==> src/rtl/hsr_pkg.sv <==
package hsr_pkg;

   typedef enum logic [2:0] {
      HS_IDLE    = 3'd0,
      HS_DRAIN   = 3'd1,
      HS_DECIDE  = 3'd2,
      HS_STORING = 3'd3,
      HS_HOLD    = 3'd4,
      HS_RECOVER = 3'd5
   } hs_state_e;

   function automatic int hs_max(input int a, input int b);
      return (a > b) ? a : b;
   endfunction

endpackage

==> src/rtl/hsr_req_filter.sv <==
module hsr_req_filter #(
   parameter int SYNC_STAGES    = 2,
   parameter int MIN_LOW_CYCLES = 3
) (
   input  logic clk,
   input  logic rst_n,
   input  logic pin_n,
   output logic pin_high,
   output logic req_seen
);

   logic [SYNC_STAGES-1:0] chain_q;

   always_ff @(posedge clk or negedge rst_n) begin
      if (!rst_n) chain_q <= '1;
      else        chain_q <= {chain_q[SYNC_STAGES-2:0], pin_n};
   end

   assign pin_high = chain_q[SYNC_STAGES-1];

   logic seen_q;

   generate
      if (MIN_LOW_CYCLES == 1) begin : g_direct
         always_ff @(posedge clk or negedge rst_n) begin
            if (!rst_n) seen_q <= 1'b0;
            else        seen_q <= ~pin_high;
         end
      end else begin : g_count
         localparam int CW = $clog2(MIN_LOW_CYCLES + 1);
         localparam logic [CW-1:0] LAST = CW'(MIN_LOW_CYCLES - 1);
         logic [CW-1:0] run_q;
         always_ff @(posedge clk or negedge rst_n) begin
            if (!rst_n) begin
               run_q  <= '0;
               seen_q <= 1'b0;
            end else if (pin_high) begin
               run_q  <= '0;
               seen_q <= 1'b0;
            end else if (run_q == LAST) begin
               seen_q <= 1'b1;
            end else begin
               run_q  <= run_q + 1'b1;
            end
         end
      end
   endgenerate

   assign req_seen = seen_q;

   // recognition only ever follows a low synchronized sample
   a_r3_seen_after_low: assert property (@(posedge clk) disable iff (!rst_n)
      req_seen |-> $past(!pin_high));

endmodule

==> src/rtl/hsr_dirty.sv <==
module hsr_dirty (
   input  logic clk,
   input  logic rst_n,
   input  logic wr_stb,
   input  logic clr,
   output logic dirty
);

   always_ff @(posedge clk or negedge rst_n) begin
      if (!rst_n)      dirty <= 1'b0;
      else if (clr)    dirty <= 1'b0;
      else if (wr_stb) dirty <= 1'b1;
   end

   // a completed store or recall leaves the flag clear, even against a write
   a_r9_clear_wins: assert property (@(posedge clk) disable iff (!rst_n)
      clr |=> !dirty);

   // a counted write without a clear marks the array as modified
   a_r5_write_marks: assert property (@(posedge clk) disable iff (!rst_n)
      (wr_stb && !clr) |=> dirty);

endmodule

==> src/rtl/hsr_fsm.sv <==
module hsr_fsm
   import hsr_pkg::*;
#(
   parameter int DRAIN_CYCLES   = 4,
   parameter int RECOVER_CYCLES = 5
) (
   input  logic clk,
   input  logic rst_n,
   input  logic req_seen,
   input  logic pin_high,
   input  logic cyc_active,
   input  logic dirty,
   input  logic nv_done,
   output logic busy_n,
   output logic grant,
   output logic store_go,
   output logic store_complete
);

   localparam int TMAX = hs_max(DRAIN_CYCLES, RECOVER_CYCLES);
   localparam int TW   = $clog2(TMAX + 1);
   localparam logic [TW-1:0] DRAIN_LAST   = TW'(DRAIN_CYCLES - 1);
   localparam logic [TW-1:0] RECOVER_LAST = TW'(RECOVER_CYCLES - 1);

   hs_state_e      st_q, st_d;
   logic [TW-1:0]  tmr_q, tmr_d;

   always_comb begin
      st_d  = st_q;
      tmr_d = tmr_q;
      unique case (st_q)
         HS_IDLE: begin
            tmr_d = '0;
            if (req_seen) st_d = HS_DRAIN;
         end
         HS_DRAIN: begin
            if (!cyc_active || tmr_q == DRAIN_LAST) st_d = HS_DECIDE;
            else                                    tmr_d = tmr_q + 1'b1;
         end
         HS_DECIDE: begin
            st_d = dirty ? HS_STORING : HS_HOLD;
         end
         HS_STORING: begin
            if (nv_done) st_d = HS_HOLD;
         end
         HS_HOLD: begin
            tmr_d = '0;
            if (pin_high) st_d = HS_RECOVER;
         end
         HS_RECOVER: begin
            if (tmr_q == RECOVER_LAST) st_d = HS_IDLE;
            else                       tmr_d = tmr_q + 1'b1;
         end
         default: st_d = HS_IDLE;
      endcase
   end

   always_ff @(posedge clk or negedge rst_n) begin
      if (!rst_n) begin
         st_q  <= HS_IDLE;
         tmr_q <= '0;
      end else begin
         st_q  <= st_d;
         tmr_q <= tmr_d;
      end
   end

   assign busy_n         = (st_q == HS_IDLE);
   assign grant          = (st_q == HS_IDLE) || (st_q == HS_DRAIN && cyc_active);
   assign store_go       = (st_q == HS_DECIDE) && dirty;
   assign store_complete = (st_q == HS_STORING) && nv_done;

   // the start pulse lasts one cycle
   a_r10_go_single: assert property (@(posedge clk) disable iff (!rst_n)
      store_go |=> !store_go);

   // while busy, a grant only covers a cycle still in progress
   a_r4_grant_in_cycle: assert property (@(posedge clk) disable iff (!rst_n)
      (!busy_n && grant) |-> cyc_active);

   // inhibit persists while the synchronized pin is still low
   a_r8_hold_while_low: assert property (@(posedge clk) disable iff (!rst_n)
      (st_q == HS_HOLD && !pin_high) |=> (st_q == HS_HOLD));

   // a running store keeps the device inhibited until the engine reports
   a_r8_store_waits: assert property (@(posedge clk) disable iff (!rst_n)
      (st_q == HS_STORING && !nv_done) |=> !busy_n && !grant);

endmodule

==> src/rtl/nvsram_hw_store_ctrl.sv <==
module nvsram_hw_store_ctrl #(
   parameter int SYNC_STAGES     = 2,
   parameter int MIN_LOW_CYCLES  = 3,
   parameter int DRAIN_CYCLES    = 4,
   parameter int RECOVER_CYCLES  = 5,
   parameter int BUSY_MAX_CYCLES = 8
) (
   input  logic clk,
   input  logic rst_n,
   input  logic store_req_n,
   input  logic sram_ce_n,
   input  logic sram_we_n,
   input  logic nv_store_done,
   input  logic nv_recall_done,
   output logic nv_store_go,
   output logic busy_n,
   output logic sram_grant
);

   localparam int BUSY_LATENCY = SYNC_STAGES + MIN_LOW_CYCLES + 1;

   generate
      if (SYNC_STAGES < 2) begin : g_bad_sync
         $error("SYNC_STAGES must be at least 2");
      end
      if (MIN_LOW_CYCLES < 1) begin : g_bad_low
         $error("MIN_LOW_CYCLES must be at least 1");
      end
      if (DRAIN_CYCLES < 1 || RECOVER_CYCLES < 1) begin : g_bad_win
         $error("drain and recovery windows must be at least one cycle");
      end
      if (BUSY_LATENCY > BUSY_MAX_CYCLES) begin : g_bad_busy
         $error("busy latency exceeds BUSY_MAX_CYCLES");
      end
   endgenerate

   logic pin_high, req_seen, dirty, store_complete;
   logic cyc_active, wr_stb;

   assign cyc_active = ~sram_ce_n;
   assign wr_stb     = sram_grant & ~sram_ce_n & ~sram_we_n;

   hsr_req_filter #(
      .SYNC_STAGES   (SYNC_STAGES),
      .MIN_LOW_CYCLES(MIN_LOW_CYCLES)
   ) u_filter (
      .clk     (clk),
      .rst_n   (rst_n),
      .pin_n   (store_req_n),
      .pin_high(pin_high),
      .req_seen(req_seen)
   );

   hsr_dirty u_dirty (
      .clk   (clk),
      .rst_n (rst_n),
      .wr_stb(wr_stb),
      .clr   (store_complete | nv_recall_done),
      .dirty (dirty)
   );

   hsr_fsm #(
      .DRAIN_CYCLES  (DRAIN_CYCLES),
      .RECOVER_CYCLES(RECOVER_CYCLES)
   ) u_fsm (
      .clk           (clk),
      .rst_n         (rst_n),
      .req_seen      (req_seen),
      .pin_high      (pin_high),
      .cyc_active    (cyc_active),
      .dirty         (dirty),
      .nv_done       (nv_store_done),
      .busy_n        (busy_n),
      .grant         (sram_grant),
      .store_go      (nv_store_go),
      .store_complete(store_complete)
   );

   // a start pulse only when the array holds unsaved writes
   a_r5_go_needs_dirty: assert property (@(posedge clk) disable iff (!rst_n)
      nv_store_go |-> dirty);

   // a strobe arriving without a grant is not counted
   a_r7_no_count_blocked: assert property (@(posedge clk) disable iff (!rst_n)
      (!sram_grant && !dirty && !sram_ce_n && !sram_we_n) |=> !dirty);

endmodule

==> config.mk <==
export PLATFORM = sky130hd
export DESIGN_NAME = nvsram_hw_store_ctrl
export DESIGN_NICKNAME = d
export VERILOG_FILES = /design/src/rtl/hsr_pkg.sv /design/src/rtl/hsr_req_filter.sv /design/src/rtl/hsr_dirty.sv /design/src/rtl/hsr_fsm.sv /design/src/rtl/nvsram_hw_store_ctrl.sv
export SDC_FILE = /design/constraint.sdc
export NUM_CORES = 1
export LEC_CHECK = 0
export ABC_AREA = 1
export CORE_MARGIN = 1.5
export CORE_UTILIZATION = 51
export DETAILED_ROUTE_END_ITERATION = 6
export PLACE_DENSITY = 0.76
export SKIP_LAST_GASP = 1
export SLEW_MARGIN = 0
export SYNTH_ARGS = -nofsm -noshare
export SYNTH_HDL_FRONTEND = slang
export SYNTH_HIERARCHICAL = 1
export SYNTH_SLANG_ARGS = --single-unit
==> constraint.sdc <==
create_clock -name clk -period 1.7 [get_ports clk]
set_input_delay 0.255 -clock clk [delete_from_list [all_inputs] [get_ports clk]]
set_output_delay 0.255 -clock clk [all_outputs]
set_load 0.01 [all_outputs]
Word-level counts from Yosys, hierarchy flattened
Index checks and enable logic that the tools add are counted.
- bits in registers: 12
- output and inout bits: 3
- word-level logic and storage cells: 57
- input bits: 7
- reductions and logical operators: 12
- bitwise logic cells: 5
- add/subtract/negate cells: 2
- equal/unequal tests: 16
- muxes and demuxes: 16
- operators by type and width (kind ; number):
    3-bit two-way mux ; 8
    3-bit case mux with 6 select lines ; 1
    3-bit by 2-bit == test with 1-bit output (second input constant) ; 3
    3-bit == test (second input constant) ; 3
    3-bit case mux with 3 select lines ; 1
    2-bit by 1-bit != test with 1-bit output (second input constant) ; 4
    2-bit != test (second input constant) ; 4
    5-bit AND reduction ; 1
    1-bit two-way mux ; 4
    2-bit two-way mux ; 2
    2-bit nonzero test ; 2
    3-bit by 1-bit adder with 3-bit output (second input constant) ; 1
    3-bit by 1-bit == test with 1-bit output (second input constant) ; 1
    1-bit logical AND ; 3
    3-bit logical NOT ; 1
    3-bit AND reduction ; 1
    3-bit nonzero test ; 1
    2-bit by 1-bit adder with 2-bit output (second input constant) ; 1
    1-bit bitwise AND ; 2
    2-bit == test (second input constant) ; 1
    1-bit logical OR ; 2
    1-bit inverter ; 2
    2-bit OR reduction ; 1
    1-bit OR ; 1

Depth between registers and ports, before layout
- depth after elaboration: 7
- gate-level depth with buffers: 8
- depth with buffers taken out: 8

Modules after synthesis
The synthesis kept the hierarchy.
- by module, submodules not included (module ; area an instance (sq um) ; cells each ; times used ; seq. area each (sq um)):
    hsr_fsm ; 478.0 ; 64 ; 1 ; 150.1
    hsr_req_filter ; 188.9 ; 18 ; 1 ; 127.6
    hsr_dirty ; 32.5 ; 3 ; 1 ; 25.0
    nvsram_hw_store_ctrl ; 17.5 ; 4 ; 1 ; 0.0

Worst setup path before layout
Ideal clock, no wire load.
- path type: register -> register
- from: reg u_fsm.tmr_q[0]
- to: reg u_fsm.st_q[2]
- clock period less this slack: 1340 ps
- arrival time: 1219 ps
- path buffers: 0
- stages on the path, launching flop included: 9
- library setup time: 121 ps
- data required time: 1579 ps
- slack: 360 ps
- path through: dfrtp_1 ha_1 ha_1 nor2_1 nand3_1 nand3_2 nor2_2 nand2_1 nand2_1
- cells in the longest elaborated chain, start to end: 4
- elaborated cells on any way between the ends: 6
- those cells by class: eq/ne: 4; reduce/logical: 2
- ends and longest elaborated chain (element ; line ; source):
    start: declaration ; hsr_fsm.sv:26 ; logic [TW-1:0] tmr_q, tmr_d;
    start signal: assignment ; hsr_fsm.sv:64 ; tmr_q <= tmr_d;
    3-bit by 2-bit == test with 1-bit output ; hsr_fsm.sv:37 ; if (!cyc_active || tmr_q == DRAIN_LAST) st_d = HS_DECIDE;
    1-bit logical OR ; hsr_fsm.sv:37 ;
    2-bit by 1-bit != test with 1-bit output (no line) ; n/a ;
    5-bit AND reduction (no line) * ; n/a ;
    end signal: assignment ; hsr_fsm.sv:63 ; st_q <= st_d;
    end: declaration ; hsr_fsm.sv:25 ; hs_state_e st_q, st_d;
Every way passes the cells marked *; elsewhere a longest branch is shown, timed or not.
A chain may end at the register's enable or synchronous reset.

Final worst setup path
- from: reg u_fsm.st_q[2]
- to: out nv_store_go
- cells in the longest elaborated chain, start to end: 2
- ends and longest elaborated chain (element ; line ; source):
    3-bit by 2-bit == test with 1-bit output ; hsr_fsm.sv:70 ; assign store_go = (st_q == HS_DECIDE) && dirty;
    1-bit logical AND ; hsr_fsm.sv:70 ;
    end: declaration ; nvsram_hw_store_ctrl.sv:15 ; output logic nv_store_go,
No other way between the ends.

==> results.tsv <==
metric	value	unit
cts.htree.levels	1	
synth.yosys.seq_area_share	42.2	%
power_switching	0.000534	W
fp.coreArea	0.00130	mm2
period_needed	1.60	ns
tightestPinTransition	0.549	ns
regToRegSetupSlack	0.22	ns
critical_path.max_stage_delay	0.47	ns
synth_edf_count	0	
cts_root_buf	clkbuf_4	
async_reset_ff_share	100	%
critPathRequiredTime	1.44	ns
max_freq	0.625	GHz
static-leakage-power	0.464	nW
ios	10	
grt.overflow.total	0	
power_density	1480	mW/mm2
number_of_nets_with_antenna_violations_after_routing	0	
design_power_total	0.00130	W
placement.io_buffers	9	
rows	13	
grt_usage	21.5	%
arrival	1.35	ns
synth-warning-count	6	
final_net_count	116	
setup-violations-final	0	
max-cap-violations	0	
syn_to_final_growth	22.2	%
post-cts-setup-buffers	0	
power.internal	0.000766	W
critical_path_peak_fanout	7	
clock_power_share	17.5	%
post_cts.resized_instances	4	
route.detailed.vias_per_inst	5.12	
die_h	40.5	um
finalMaxSlewViolations	0	
start_kind	flop	
hold_path.class	in -> async	
floorplan.die.width	40.5	um
yosys.cell_types.count	24	
holdBufCountCts	0	
post_synth_instance_area	717	um2
routed_metal_1_wirelength	615	um
timing.setup.critical_path_class	reg -> out	
drc	0	
tritoncts	done	
grt_setup_unrepaired	false	
setup_total_negative_slack	0	ns
clock_tree.buffer_depth	2	
dieArea	0.00164	mm2
setup.worst_path.end_class	output pin	
routed-via-count	609	
antenna_cells	0	
clock-skew-final	0.00349	ns
grt_start_max_net_pins	13	
iteration_count_of_the_initial_detailed_routing_pass	4	
final_layout_size_suffix_gt1_share	20.2	%
gpl.final_weighted_congestion	0.761	
worst_vdd_rail_ir_drop	831	uV
ys_seq_elements	12	
timing.slew.headroom	63.3	%
post_synth_inst_count	89	
cts.clk_slew.worst_paths	0.08	ns
post_drt_wl_per_cell	11.4	um
antenna_found_initial	0	
grt_pass1_wl	2.18	mm
dp_hpwl	1.02	mm
final_wirelength	1.35	mm
rr_worst_depth	8	
p_comb_share	46.0	%
tritoncts_num_sinks	12	
met3_routed_length	46	um
net_count_after_synthesis	100	
seq_power_share	36.5	%
clkLatencyLatePin	0.27	ns
wl_met2	677	um
path_cells	inv_1 > nand2_1 > nor3_2 > clkdlybuf4s15_1	
timing.final.crit_share	94.2	%
synth_area_per_cell	8.06	um2
grt_pass1_vias	540	
initial_core_util	55.1	%
nFillCells	107	
initialDrtViolationCount	11	
topRoutingLayerUsed	met4	
net_switching_fraction_of_the_power	41.1	%
leading_register_cell_type_out_of_synthesis	dfrtp_1	
hold_viol_final	0	
numCtsBuffers	3	
outcome	complete, no violations	
critPathSlowestCell	dfrtp_2	
## synthesized netlist by cell type, types with 2 or more instances
master,instances,area [um2]
nor2_1,10,37.5
o21bai_1,2,15.0
dfrtp_1,10,250
dfstp_2,2,52.6
nor2_2,2,12.5
nand2_1,25,93.8
nor3_1,2,10.0
nand3_1,5,25.0
inv_1,13,48.8
ha_1,4,50.1
## routing by layer
layer	vias to the layer above	global-route usage, %
met3	2	5.00
met1	282	23.2
met4	0	12.5
met2	11	37.7
li1	314	-
met5	-	0
## state kept, by name, indices dropped and copies added (netlist names)
register                count
u_fsm/tmr_q                 3
u_filter/req_seen           1
u_filter/g_count.run_q      2
u_dirty/dirty               1
u_filter/chain_q            2
u_fsm/st_q                  3
## power groups by stage
stage	registers [W]	clock network (W)	logic [W]
after floorplan	0.000424	0	0.000488
after CTS	0.000471	0.000236	0.000605
after global placement	0.000467	0	0.000577
after global routing	0.000486	0.000248	0.000673
final	0.000474	0.000228	0.000598
after detailed placement	0.000470	0	0.000605
## layout by cell type (no fill, tap or decap), types with 2 or more instances in the layout
cell / Yosys / layout
nor2_2: 2 / 2
o21bai_1: 2 / 2
nor2_1: 10 / 10
ha_1: 4 / 4
dfrtp_1: 10 / 8
nand2_1: 25 / 25
nand3_1: 5 / 5
inv_1: 13 / 13
clkdlybuf4s50_1: 0 / 6
dfrtp_2: 0 / 2
buf_4: 0 / 4
nor3_1: 2 / 2
clkbuf_4: 0 / 3
dfstp_2: 2 / 2
## worst paths after layout
kind / from / endpoint
min in group clk: u_filter/chain_q[0]$_DFF_PN1_ / u_filter/chain_q[1]$_DFF_PN1_
worst max-delay path: u_fsm/st_q[2]$_DFFE_PN0P_ / nv_store_go
worst min-delay path: rst_n / u_fsm/tmr_q[2]$_DFFE_PN0P_
worst min register to register: u_filter/chain_q[0]$_DFF_PN1_ / u_filter/chain_q[1]$_DFF_PN1_
worst max register to register: u_fsm/tmr_q[0]$_DFFE_PN0P_ / u_fsm/st_q[2]$_DFFE_PN0P_
max in group asynchronous: rst_n / u_fsm/st_q[2]$_DFFE_PN0P_
## logic make-up (layout without fill, tap and decap cells)
| family | after synthesis | in the layout | share of synthesized area [%] |
|---|---|---|---|
| simple gates | 50 | 50 | 32.1 |
| flops | 12 | 12 | 42.2 |
| compound gates | 7 | 7 | 7.85 |
| fa+ha+maj | 4 | 4 | 6.98 |
| buf+inv | 16 | 31 | 10.8 |
## area by class of cell
class | count | area, um2 | share of cell area [%]
tap | 15 | 18.8 | 2.14
clock buffer | 4 | 36.3 | 4.14
multi-input combinational | 61 | 342 | 39.0
sequential | 12 | 305 | 34.9
inverter | 14 | 52.6 | 6.00
timing repair buffer | 13 | 121 | 13.9
## through the flow
stage	utilization [%]	setup WS [ns]	hold WS, ns	instance area, um2	cells
after floorplan	-	0.360	-0.0406	717	89
after global placement	63.8	-0.138	0.347	831	115
after detailed placement	63.8	-0.172	0.349	831	115
after CTS	66.9	-0.169	0.347	871	119
after global routing	67.3	0.0121	0.362	876	119
final	67.3	0.0993	0.333	876	119
## worst max-delay path, delay by kind of cell, from the launching register on
family                 cells  cell delay, ns
DFF                        1            0.47
buffers and inverters      2            0.35
and+or+nand+nor            2            0.26
No activity file was read; power rests on OpenSTA's default activity.
